===== config.mk =====
export PLATFORM = sky130hd
export DESIGN_NAME = ptp_timer
export DESIGN_NICKNAME = d
export VERILOG_FILES = /design/src/rtl/ptp_timer_pkg.sv /design/src/rtl/ptp_toggle_det.sv /design/src/rtl/ptp_rate_reg.sv /design/src/rtl/ptp_time_acc.sv /design/src/rtl/ptp_timer.sv
export SDC_FILE = /design/constraint.sdc
export NUM_CORES = 1
export LEC_CHECK = 0
export BUFFER_PORTS_ARGS = -buffer_cell sky130_fd_sc_hd__buf_2
export CELL_PAD_IN_SITES_DETAIL_PLACEMENT = 1
export CELL_PAD_IN_SITES_GLOBAL_PLACEMENT = 1
export CORE_ASPECT_RATIO = 1.2
export CORE_MARGIN = 2
export CORE_UTILIZATION = 45
export CTS_CLUSTER_DIAMETER = 80
export DETAILED_ROUTE_END_ITERATION = 12
export PLACE_DENSITY_LB_ADDON = 0.1
export SYNTH_ARGS = -nofsm -noshare
export SYNTH_HDL_FRONTEND = slang
export SYNTH_SLANG_ARGS = --single-unit

===== constraint.sdc =====
create_clock -name clk -period 10.65 [get_ports clk]
set_clock_uncertainty 0.1 [all_clocks]
set_input_delay 0.5325 -clock clk [delete_from_list [all_inputs] [get_ports clk]]
set_output_delay 0.5325 -clock clk [all_outputs]
set_load 0.02 [all_outputs]

===== src/rtl/ptp_timer_pkg.sv =====
package ptp_timer_pkg;
  localparam int TIME_W     = 55;
  localparam int FRAC_W     = 32;
  localparam int RATE_INT_W = 18;
  localparam int ADJ_W      = 32;
  localparam int ACC_W      = TIME_W + FRAC_W;
  localparam int RATE_W     = RATE_INT_W + FRAC_W;

  typedef enum logic [1:0] {
    ADJ_STEP      = 2'b00,
    ADJ_SET_RATE  = 2'b01,
    ADJ_TRIM_RATE = 2'b10,
    ADJ_NONE      = 2'b11
  } adj_kind_e;

  // signed step taken from the low word bits, placed above the fraction
  function automatic logic [ACC_W-1:0] step_to_acc(input logic [ADJ_W-1:0] w);
    logic [TIME_W-1:0] s;
    s = {{(TIME_W-RATE_INT_W){w[RATE_INT_W-1]}}, w[RATE_INT_W-1:0]};
    return {s, {FRAC_W{1'b0}}};
  endfunction

  function automatic logic [RATE_W-1:0] set_rate(input logic [ADJ_W-1:0] w);
    return {w[RATE_INT_W-1:0], {FRAC_W{1'b0}}};
  endfunction

  function automatic logic [RATE_W-1:0] trim_rate(input logic [RATE_W-1:0] r,
                                                  input logic [ADJ_W-1:0] w);
    return r + {{(RATE_W-ADJ_W){w[ADJ_W-1]}}, w};
  endfunction

  function automatic logic [TIME_W:0] time_gap(input logic [TIME_W-1:0] a,
                                               input logic [TIME_W-1:0] b);
    return (a >= b) ? {1'b0, a - b} : {1'b0, b - a};
  endfunction
endpackage


===== src/rtl/ptp_toggle_det.sv =====
module ptp_toggle_det (
  input  logic clk,
  input  logic rst_n,
  input  logic tog_i,
  output logic level_q,
  output logic fire
);
  always_ff @(posedge clk or negedge rst_n) begin
    if (!rst_n) level_q <= 1'b0;
    else        level_q <= tog_i;
  end

  assign fire = tog_i ^ level_q;
endmodule


===== src/rtl/ptp_rate_reg.sv =====
module ptp_rate_reg
  import ptp_timer_pkg::*;
#(
  parameter logic [RATE_W-1:0] RESET_RATE = 50'd1705908783169
) (
  input  logic              clk,
  input  logic              rst_n,
  input  logic              fire,
  input  logic [1:0]        kind,
  input  logic [ADJ_W-1:0]  word,
  output logic [RATE_W-1:0] rate_q
);
  logic [RATE_W-1:0] rate_d;

  always_comb begin
    rate_d = rate_q;
    if (fire) begin
      unique case (adj_kind_e'(kind))
        ADJ_SET_RATE:  rate_d = set_rate(word);
        ADJ_TRIM_RATE: rate_d = trim_rate(rate_q, word);
        default:       rate_d = rate_q;
      endcase
    end
  end

  always_ff @(posedge clk or negedge rst_n) begin
    if (!rst_n) rate_q <= RESET_RATE;
    else        rate_q <= rate_d;
  end

  a_r4_frac_cleared: assert property (@(posedge clk) disable iff (!rst_n)
    (fire && kind == 2'b01) |=> rate_q[FRAC_W-1:0] == '0);
  a_r6_none_holds: assert property (@(posedge clk) disable iff (!rst_n)
    (fire && kind == 2'b11) |=> $stable(rate_q));
  a_r7_quiet_holds: assert property (@(posedge clk) disable iff (!rst_n)
    !fire |=> $stable(rate_q));
endmodule


===== src/rtl/ptp_time_acc.sv =====
module ptp_time_acc
  import ptp_timer_pkg::*;
#(
  parameter logic [TIME_W-1:0] THRESH = 55'd1024
) (
  input  logic              clk,
  input  logic              rst_n,
  input  logic [RATE_W-1:0] rate_i,
  input  logic              step_fire,
  input  logic [ADJ_W-1:0]  word_i,
  input  logic              sync_fire,
  input  logic              ovr_i,
  input  logic [TIME_W-1:0] ref_i,
  output logic [TIME_W-1:0] time_q,
  output logic              load_fire
);
  logic [ACC_W-1:0] acc_q, acc_d, step_amt;
  logic [TIME_W:0]  gap;

  assign time_q    = acc_q[ACC_W-1:FRAC_W];
  assign gap       = time_gap(time_q, ref_i);
  assign load_fire = sync_fire && ovr_i && (gap > {1'b0, THRESH});
  assign step_amt  = step_fire ? step_to_acc(word_i) : '0;

  always_comb begin
    if (load_fire) acc_d = {ref_i, {FRAC_W{1'b0}}};
    else           acc_d = acc_q + {{(ACC_W-RATE_W){1'b0}}, rate_i} + step_amt;
  end

  always_ff @(posedge clk or negedge rst_n) begin
    if (!rst_n) acc_q <= '0;
    else        acc_q <= acc_d;
  end

  a_r8_load_exact: assert property (@(posedge clk) disable iff (!rst_n)
    load_fire |=> (time_q == $past(ref_i)) && (acc_q[FRAC_W-1:0] == '0));
  a_r9_no_load_without_sync: assert property (@(posedge clk) disable iff (!rst_n)
    !sync_fire |-> !load_fire);
endmodule


===== src/rtl/ptp_timer.sv =====
module ptp_timer
  import ptp_timer_pkg::*;
#(
  parameter logic [TIME_W-1:0] THRESH     = 55'd1024,
  parameter logic [RATE_W-1:0] RESET_RATE = 50'd1705908783169,
  parameter bit                EDGE_FLAG  = 1'b1
) (
  input  logic              clk,
  input  logic              rst_n,
  input  logic [TIME_W-1:0] ref_time_i,
  input  logic              ref_sync_i,
  input  logic              ovr_en_i,
  input  logic [ADJ_W-1:0]  adj_word_i,
  input  logic [1:0]        adj_kind_i,
  input  logic              adj_tog_i,
  output logic [TIME_W-1:0] time_o,
  output logic              sync_o
);
  logic              adj_fire, adj_lvl;
  logic              sync_fire, sync_lvl;
  logic              step_fire, load_fire;
  logic [RATE_W-1:0] rate_q;
  logic [TIME_W-1:0] time_q;

  ptp_toggle_det u_adj_det (
    .clk(clk), .rst_n(rst_n), .tog_i(adj_tog_i), .level_q(adj_lvl), .fire(adj_fire)
  );
  ptp_toggle_det u_sync_det (
    .clk(clk), .rst_n(rst_n), .tog_i(ref_sync_i), .level_q(sync_lvl), .fire(sync_fire)
  );

  assign step_fire = adj_fire && (adj_kind_i == ADJ_STEP);

  ptp_rate_reg #(.RESET_RATE(RESET_RATE)) u_rate (
    .clk(clk), .rst_n(rst_n), .fire(adj_fire), .kind(adj_kind_i),
    .word(adj_word_i), .rate_q(rate_q)
  );

  ptp_time_acc #(.THRESH(THRESH)) u_acc (
    .clk(clk), .rst_n(rst_n), .rate_i(rate_q), .step_fire(step_fire),
    .word_i(adj_word_i), .sync_fire(sync_fire), .ovr_i(ovr_en_i),
    .ref_i(ref_time_i), .time_q(time_q), .load_fire(load_fire)
  );

  assign sync_o = sync_lvl;

  generate
    if (EDGE_FLAG) begin : g_flag
      assign time_o = {sync_lvl, time_q[TIME_W-2:0]};
    end else begin : g_plain
      assign time_o = time_q;
    end
  endgenerate

  a_r10_sync_follow: assert property (@(posedge clk) disable iff (!rst_n)
    1'b1 |=> sync_o == $past(ref_sync_i));
  a_r11_load_wins: assert property (@(posedge clk) disable iff (!rst_n)
    (load_fire && step_fire) |=> time_q == $past(ref_time_i));
endmodule


==> Yosys cells after proc, flatten, opt, wreduce, memory -nomap -nowiden <==
Cells that the tools add are included.
{ "totals": {"regBits": 139, "in_bits": 94, "out_inout_bits": 56} }
{ "classes": {"n_addsub": 5, "magnitude_cmp": 2, "eq_ne": 2, "mux": 4, "n_bitwise": 2, "reduce_logical": 6} }
{ "ops": {"columns": ["op", "n"], "rows": [
  ["$mux W87", 2],
  ["$sub A55 B55 Y55", 2],
  ["$pmux W50 S2", 1],
  ["$add A87 B50 Y87", 1],
  ["$add A87 B87 Y87", 1],
  ["$gt A56 B11 Y1 const B", 1],
  ["$ge A55 B55 Y1", 1],
  ["$mux W55", 1],
  ["$add A50 B50 Y50", 1],
  ["$logic_and A1 B1 Y1", 3],
  ["$eq A2 B1 Y1 const B", 1],
  ["$eq A2 B2 Y1 const B", 1],
  ["$logic_not A2 Y1", 1],
  ["$reduce_and A2 Y1", 1],
  ["$reduce_bool A2 Y1", 1],
  ["$xor A1 B1 Y1", 2]
]} }

==> Depth between registers and ports, before layout <==
Gate-level depths: netlist of run 1.
{ "logic_depth": {"depth_word": 5, "depth_mapped": 22, "depth_no_buf": 19} }

==> By module <==
From an unflattened synthesis of run 1, not the netlist that was laid out.
{ "unflattened": {"cells_unflattened": 2686, "hier_area_um2": 21349.2} }
{ "by_module_without_submodules": {"columns": ["mod", "n_inst", "cells_each", "area_per_inst_um2", "seq_area_each_um2"], "rows": [
  ["ptp_time_acc", 1, 2100, 16375.7, 2177.1],
  ["ptp_rate_reg", 1, 580, 4885.9, 1268.7],
  ["ptp_toggle_det", 2, 2, 33.8, 25.0],
  ["ptp_timer", 1, 2, 20.0, 0.0]
]} }

==> Worst setup path before layout of run 1 <==
No wires, ideal clock.
{ "synth_timing": {"kind": "input to register", "startpoint": "input adj_tog_i", "endpoint": "register u_acc.acc_q[85]", "setup_time_ps": 135, "t_arrival_ps": 4831, "path_slack_ps": 5584, "path_stages": 19, "n_path_buf": 1, "cell_sequence": "xor2_1 clkbuf_1 and3_1 ha_1 ha_1 a21o_1 a21o_1 a21o_1 a21oi_1 nor2b_1 o32ai_1 o211ai_1 a221o_1 a31oi_1 o21ai_0 nor2_1 o41ai_1 xnor2_1 mux2i_1"} }
{ "synth_via": {"elab_chain_cells": 5} }
{ "synth_rtl": {"columns": ["element", "line_no", "rtl"], "rows": [
  ["from (decl)", "ptp_timer.sv:15", "input logic adj_tog_i,"],
  ["$xor A1 B1 Y1", "ptp_toggle_det.sv:13", "assign fire = tog_i ^ level_q;"],
  ["$logic_and A1 B1 Y1", "ptp_timer.sv:32", "assign step_fire = adj_fire && (adj_kind_i == ADJ_STEP);"],
  ["$mux W87", "ptp_time_acc.sv:23", "assign step_amt = step_fire ? step_to_acc(word_i) : '0;"],
  ["$add A87 B87 Y87", "ptp_time_acc.sv:27", "else acc_d = acc_q + {{(ACC_W-RATE_W){1'b0}}, rate_i} + step_amt;"],
  ["$mux W87", "ptp_time_acc.sv:26", "if (load_fire) acc_d = {ref_i, {FRAC_W{1'b0}}};"],
  ["net u_acc.acc_d[85]", "ptp_time_acc.sv:17", "logic [ACC_W-1:0] acc_q, acc_d, step_amt;"],
  ["to (signal assigned)", "ptp_time_acc.sv:31", "if (!rst_n) acc_q <= '0;"],
  ["to (signal assigned)", "ptp_time_acc.sv:32", "else acc_q <= acc_d;"],
  ["to (decl)", "ptp_time_acc.sv:17", null]
]} }
The timed path passes the listed nets, and every way through them passes these cells.
A chain may end at the register's enable or synchronous reset.

==> Worst setup path after layout of run 1 <==
{ "layout_timing": {"startpoint": "input adj_kind_i[0]", "endpoint": "register u_acc.acc_q[83]"} }
{ "layout_via": {"elab_chain_cells": 5} }
{ "layout_rtl": {"columns": ["element", "line_no", "rtl"], "rows": [
  ["from (decl)", "ptp_timer.sv:14", "input logic [1:0] adj_kind_i,"],
  ["$logic_not A2 Y1", "ptp_timer.sv:32", null],
  ["$logic_and A1 B1 Y1", "ptp_timer.sv:32", null],
  ["$mux W87", "ptp_time_acc.sv:23", null],
  ["$add A87 B87 Y87", "ptp_time_acc.sv:27", null],
  ["$mux W87", "ptp_time_acc.sv:26", null],
  ["net u_acc.acc_d[83]", "ptp_time_acc.sv:17", null]
]} }
The timed path passes the listed nets, and every way through them passes these cells.

==> results of run 1 <==
per-layer routing:
metal	vias up	global-route usage [%]	routed length, um
met4	0	16.5	3740
li1	9596	-	-
met5	-	0	0
met2	437	60.3	40100
met1	10100	35.2	30800
met3	198	4.30	2210
registers in the layout, summed over array words and instances, names as in the netlist:
name                cells
u_rate.rate_q          50
u_sync_det.level_q      1
u_acc.acc_q            87
u_adj_det.level_q       1
per-stage QoR:
| stage | util, % | cells |
|---|---|---|
| final | 48.3 | 3306 |
| after global routing | 48.3 | 3306 |
| after CTS | 48.3 | 3306 |
| after detailed placement | 46.9 | 3273 |
| after global placement | 46.9 | 3273 |
| after floorplan | - | 2656 |
worst max-delay path by stage:
stage,end,slack [ps],startpoint
6_report,u_acc.acc_q[83],3580,adj_kind_i[0]
3_5_place_dp,u_acc.acc_q[83],3290,adj_kind_i[0]
3_3_place_gp,u_acc.acc_q[83],3340,adj_kind_i[0]
2_1_floorplan,u_acc.acc_q[85],5580,adj_tog_i
5_1_grt,u_acc.acc_q[83],3550,adj_kind_i[0]
4_1_cts,u_acc.acc_q[83],3780,adj_kind_i[0]
worst max-delay path, cell delays in order:
cell      delay (ps)
buf_2             90
inv_1            100
ha_1             520
and3_1           290
fa_1             420
ha_1             420
a21oi_1          270
o21ai_0          230
a221o_1          360
a211oi_1         600
nand3_1          210
a211oi_1         340
nor2_1           230
a21oi_1          600
o21ai_0          470
a211oi_1         660
o22ai_1          320
a41oi_1          360
xor2_1           190
mux2i_1          110
layout by cell type, fill, tap and decap left out, drive strengths merged, types with 15 or more instances in the layout:
cell type,Yosys,routed
inv,162,164
and2,19,19
ha,313,313
a21oi,283,283
or3,15,15
buf,113,164
o31ai,21,21
nand2,222,222
o211ai,19,19
nor4,18,18
xnor2,99,99
nor2,184,184
o21a,23,23
clkbuf,50,21
dfrtp,125,125
a21o,94,94
xor2,78,78
nor3,52,52
nand4,36,36
nand2b,25,25
nor2b,28,28
mux2i,75,75
a31oi,24,24
o21ai,200,200
a211oi,38,38
and3,39,39
nand3,54,54
a21boi,16,16
fa,22,22
o21bai,49,49
final cells by class:
class / instances / area [um^2]
clock inverter: 11 / 136
clock buffer: 21 / 470
multi-input combinational: 2192 / 15700
inverter: 162 / 608
fill: 5736 / 23700
sequential: 139 / 3500
tap: 616 / 771
timing repair buffer: 165 / 875
power by group:
part           internal (mW)  total, mW  switching (mW)  leakage [nW]
clock network          0.366      0.650           0.284         0.296
logic                   1.89       5.18            3.29          8.69
registers              0.746       1.00           0.254          1.69
timing repair:
action                     in CTS  in global routing
setup endpoints to repair       0                  0
hold endpoints to repair       26                  0
hold buffers                    1                  0
setup buffers                   0                  0
cells by family (layout without fill, tap and decap cells):
| group | Yosys count | after routing | share of synthesized area (%) |
|---|---|---|---|
| adder cells (fa/ha/maj) | 335 | 335 | 21.0 |
| buffers and inverters | 325 | 359 | 7.29 |
| AND/OR/NAND/NOR | 727 | 727 | 16.8 |
| multiplexers | 82 | 82 | 4.01 |
| XOR/XNOR | 177 | 177 | 7.49 |
| flip-flops | 139 | 139 | 16.9 |
| AO/OA/AOI/OAI | 871 | 871 | 26.5 |
==> key figures, run 1 <==
Outcome
  – Run status: complete, no violations

Finish
  – Relative area change from synthesis to final layout: 6.59%
  – Total inserted antenna cells: 0
  – Summed area of non-filler cells in the final layout: 22100 um^2
  – Layout cell share with drive strength beyond 1: 9.07%
  – Final net count: between 3000 and 4000

Worst setup path
  – Category of the most critical setup path: in -> reg
  – Type of element launching the critical path: input pin
  – Element type at the critical path end: flop
  – Data required time of the worst path: 10900 ps
  – Launch instance of the worst register-to-register path: u_adj_det.level_q
  – Minimum setup slack among reg-to-reg paths: 3610 ps
  – Largest fanout of any net on the critical path: 18
  – Worst endpoint data arrival time: 7330 ps
  – Worst reg-to-reg path cell count: 19
  – R2r endpoint: u_acc.acc_q[83]

Die
  – Starting Density: 45.3%
  – Die boundary height: 239 um
  – Number of cell rows: 86
  – Core Region: 45700 um^2
  – Total Die Area: 47800 um^2
  – Top Ports: 150
  – Horizontal die dimension: 200 um

Synth
  – Synth top area share: 18.9%
  – Biggest area contributors in the synthesized netlist: ha_1 (19%), dfrtp_1 (15%), a21oi_1 (6.8%)
  – Post-synth net total: 3085
  – Cell type contributing the most total cell area after synthesis: ha_1
  – Number of different library cells in the post-synthesis netlist: 88
  – Count of synthesis-stage warnings from yosys: 0
  – Most common cell in the synthesized netlist: ha_1
  – Number of enable flip-flop cells after synthesis: 0
  – Most instantiated cells after synthesis: ha_1 (313), a21oi_1 (283), nand2_1 (221)
  – Proportion of synthesized chip area in sequential cells: 16.9%
  – Instance count of the mapped netlist: 2656
  – Number of storage elements in the synthesis netlist: 139
  – Post-Synthesis Mean Instance Area: 7.80 um^2
  – Post-synthesis async set-or-reset flop share: 100%
  – Syn Std Cell Area: about 21000 um^2
  – Dominant synthesized flop cell: dfrtp_1

Hold path
  – End point of the most critical hold path: u_sync_det.level_q
  – Hold path depth: 1
  – Hold wc startpoint: ref_sync_i
  – Path class of the lowest-slack min-delay path: in -> reg

CTS
  – CTS clock-pin slew for the worst setup and hold paths: 70 ps
  – Maximum root-to-sink buffer count: 2
  – Post-CTS sizing: 0
  – Root cell of the clock tree: clkbuf_16
  – Clock tree from TritonCTS: built
  – Level count of the clock H-tree: 4
  – TritonCTS buffer count: 17
  – Number of sinks handled by clock tree synthesis: 139
  – Clock latency on the worst-skew pair: 500 ps

Job
  – Max-cap check violation count: 0

STA
  – Post-route fraction of the period consumed by the critical path: 66.4%
  – Post-layout minimum cycle time: 7070 ps
  – Setup total negative slack: 0 ps
  – Unrepaired setup endpoints after global routing: no
  – Slew @ Worst Pin: 1120 ps
  – Fin Hold WS: around 64 ps
  – Final Setup Violations: 0
  – Fmax: 141 MHz
  – Smallest setup slack after layout: 3580 ps
  – Final slew viol count: 0
  – Relative slew slack: 25.0%
  – Final hold vios: 0

Drt
  – Via-per-instance ratio: 6.14
  – Drt drc: 0
  – Count of routing violations after the opening detailed-route iteration: roughly 960
  – Post-route antenna net violation count: 0
  – Total Routed Length: around 77000 um
  – First-pass DRT Iterations: 5
  – Average detailed-routed wire length per instance: approximately 23 um
  – Total via count in the routed design: just over 20000

Placement
  – Number of I/O port buffers: roughly 150
  – Worst slack at placement: 3290 ps
  – Sum of net half-perimeters after detailed placement: between 60000 and 70000 um
  – Post-Place Cell Area: 21500 um^2
  – Global placement routability congestion: 0.966

Global routing
  – GRT Overall Usage: between 30% and 40%
  – Number of global-route vias before repair: between 20000 and 25000
  – Antenna violations before repair: 0
  – Maximum number of pins on one net before global-route repair: 64
  – Congestion Overflow GR: 0
  – First-pass GRT wire length: ~120000 um

Power and ir drop
  – Highest ir drop seen on vdd: 0.163 mV
  – Leakage power: 10.7 nW
  – Total power: 6.83 mW
  – Power density relative to cell area: 309 nW/um^2
Note: power is estimated with default switching activity, not from simulation.
==> run 2: changes to the inputs <==
- clock period: 10.65 -> 7.08 ns (I/O delays scaled with it)
==> run 2 against run 1 <==
Non-clock buffer count grew 4. Power grew 48%. Setup slack lost 2700 ps. Combinational power grew 49%. Final area shrank 0.11%. Largest cell class unchanged. Largest power group unchanged.
==> key figures, run 2 (synthesis results as in run 1) <==
Drt
  – Drt drc: 0 (unchanged)
  – First-pass DRT Iterations: 5 (unchanged)
  – Total via count in the routed design: 20100 (-1.2%)
  – Via-per-instance ratio: 6.06 (-1.3%)
  – Post-route antenna net violation count: 0 (unchanged)
  – Average detailed-routed wire length per instance: 22.7 um (-2.4%)
  – Count of routing violations after the opening detailed-route iteration: 815 (-15%)
  – Total Routed Length: 75100 um (-2.3%)

STA
  – Final slew viol count: 0 (unchanged)
  – Post-route fraction of the period consumed by the critical path: 87.0%
  – Final hold vios: 0 (unchanged)
  – Unrepaired setup endpoints after global routing: no
  – Fmax: 162 MHz
  – Final Setup Violations: 0 (unchanged)
  – Setup total negative slack: 0 ps (unchanged)
  – Slew @ Worst Pin: 1150 ps (+23.5 ps)
  – Post-layout minimum cycle time: 6160 ps
  – Relative slew slack: 23.5% (-1.6 points)

Worst setup path
  – Largest fanout of any net on the critical path: 20 (+2)
  – Launch instance of the worst register-to-register path: u_acc.acc_q[48]
  – Type of element launching the critical path: input pin
  – Data required time of the worst path: 7320 ps (-3580 ps)
  – Worst reg-to-reg path cell count: 16 (-3)
  – Element type at the critical path end: flop
  – Minimum setup slack among reg-to-reg paths: 1040 ps (-2570 ps)
  – Worst endpoint data arrival time: 6400 ps (-930 ps)
  – Category of the most critical setup path: in -> reg
  – R2r endpoint: u_acc.acc_q[54]

Global routing
  – Congestion Overflow GR: 0 (unchanged)
  – First-pass GRT wire length: 117000 um (-1.8%)
  – GRT Overall Usage: 31.6% (-0.73 points)
  – Number of global-route vias before repair: 21500 (-0.78%)
  – Maximum number of pins on one net before global-route repair: 79 (+23%)
  – Antenna violations before repair: 1 (+1)

Finish
  – Biggest registers after layout: u_acc.acc_q (87), u_rate.rate_q (50)
  – Commonest non-fill, non-tap cell in the layout: ha_1
  – Footprint of the multi-input gates: 15700 um^2 (unchanged)
  – Finished Core Util: 48.2% (-0.052 points)
  – Total inserted antenna cells: 0 (unchanged)
  – Flip-flop count of the largest register, all copies and words added: 87 (unchanged)
  – Post-route insts no fill: 3310 (+0.12%)
  – Register with the most flip-flops: u_acc.acc_q
  – Final net count: 3110 (+0.13%)
  – Layout fillers: 5721 (-0.26%)
  – Layout cell share with drive strength beyond 1: 9.02% (-0.051 points)
  – Footprint of the flip-flops and latches: 3500 um^2 (unchanged)
  – Relative area change from synthesis to final layout: 6.48%
  – Most frequent cells in the layout: ha_1 (313), a21oi_1 (283), nand2_1 (220)

Placement
  – Number of I/O port buffers: 149 (unchanged)
  – Instance count after placement with tap cells included: 3275 (+0.061%)
  – Sum of net half-perimeters after detailed placement: 61800 um (-2.2%)
  – Global placement routability congestion: 0.909 (-5.9%)

Die
  – Starting Density: 45.3% (unchanged)
  – Die boundary height: 239 um (unchanged)
  – Number of cell rows: 86 (unchanged)
  – Total Die Area: 47800 um^2 (unchanged)
  – Core Region: 45700 um^2 (unchanged)
  – Top Ports: 150 (unchanged)
  – Horizontal die dimension: 200 um (unchanged)

Hold path
  – End point of the most critical hold path: u_acc.acc_q[70]
  – Path class of the lowest-slack min-delay path: in -> reg
  – Hold path depth: 2 (+1)
  – Hold wc startpoint: ref_time_i[38]

Power and ir drop
  – Internal Power: 4.43 mW (+48%)
  – Clock network fraction of design power: 8.7% (-0.8 points)
  – Register share of total power: 14.9% (+0.3 points)
  – Highest ir drop seen on vdd: 0.231 mV (+42%)
  – Leakage power: 10.7 nW (-0.19%)
  – Psw: 5.69 mW (+48%)
  – Power density relative to cell area: 459 nW/um^2 (+48%)
  – Combinational group share of total power: 76.3% (+0.5 points)
  – Sw frac: 56.2% (+0.10 points)

CTS
  – TritonCTS buffer count: 17 (unchanged)
  – CTS clock-pin slew for the worst setup and hold paths: 70 ps (about the same)
  – Maximum root-to-sink buffer count: 2 (unchanged)
  – Root cell of the clock tree: clkbuf_16
  – Post-CTS sizing: 0 (unchanged)
  – Level count of the clock H-tree: 4 (unchanged)
  – Clock tree from TritonCTS: built
  – Post-CTS setup buffer count: 0 (unchanged)
  – Cts hold-fix bufs: 3 (+2)
  – Clock latency on the worst-skew pair: 480 ps (-20 ps)
  – Number of sinks handled by clock tree synthesis: 139 (unchanged)

Job
  – Max-cap check violation count: 0 (unchanged)

Outcome
  – Run status: complete, no violations
==> run 2: cell count changes in the layout (fill, tap and decap cells not counted), moves of 2 or more <==
cell,previous run,this run
clkbuf_1,1,4
clkinv_4,5,3
bufinv_16,2,0
clkinvlp_4,1,3
dlygate4sd3_1,1,3
==> run 2: worst max-delay path by stage <==
stage,startpoint,end,depth (start not counted)
global route,adj_tog_i,u_acc.acc_q[83],21
detailed placement,adj_kind_i[0],u_acc.acc_q[83],20
floorplan,u_adj_det.level_q,u_acc.acc_q[85],19
CTS,adj_tog_i,u_acc.acc_q[83],21
finish,adj_tog_i,u_acc.acc_q[83],21
global placement,adj_kind_i[0],u_acc.acc_q[83],20
==> run 2: metal layers <==
metal  wire (um)  track usage (%)
met5          13                0
met4        3460             14.4
met3        1850             3.57
met2       39800             59.9
met1       29900             34.7
==> run 2: worst max-delay path, cell delays in order <==
cell           delay (ps)
dlygate4sd3_1         530
buf_2                 130
xor2_1                120
buf_4                 250
and3_1                200
fa_1                  410
ha_1                  410
a21oi_1               200
o21ai_0               170
a221o_1               370
a211oi_1              320
nand3_1               130
a211oi_1              240
nor2_1                190
a21oi_1               540
o21ai_0               430
a211oi_1              560
o22ai_1               270
a41oi_1               300
xor2_1                170
mux2i_1               100
==> run 2: through the flow <==
step           total power, mW  cell area [um^2]  worst slack [ps]  hold slack [ps]
2_1_floorplan             7.14             20700              2180            -41.6
3_3_place_gp              8.95             21500               906              363
3_5_place_dp              9.13             21500               755              362
4_1_cts                   10.1             22100              1010             31.2
5_1_grt                   11.0             22100               653             45.0
6_report                  10.1             22100               923             45.3
==> run 2: final cells by class <==
| cell class | instances | area share (%) |
|---|---|---|
| tap | 616 | 3.50 |
| clock inverter | 9 | 0.306 |
| sequential | 139 | 15.9 |
| timing repair buffer | 169 | 4.18 |
| multi-input combinational | 2192 | 71.3 |
| inverter | 162 | 2.76 |
| clock buffer | 23 | 2.12 |
==> run 2: power groups by stage <==
stage                     clock network [mW]  logic, mW  registers [mW]
final                                  0.886       7.73            1.51
after floorplan                            0       5.79            1.36
after detailed placement                   0       7.60            1.53
after global routing                   0.931       8.46            1.56
after global placement                     0       7.44            1.51
after CTS                              0.899       7.66            1.52
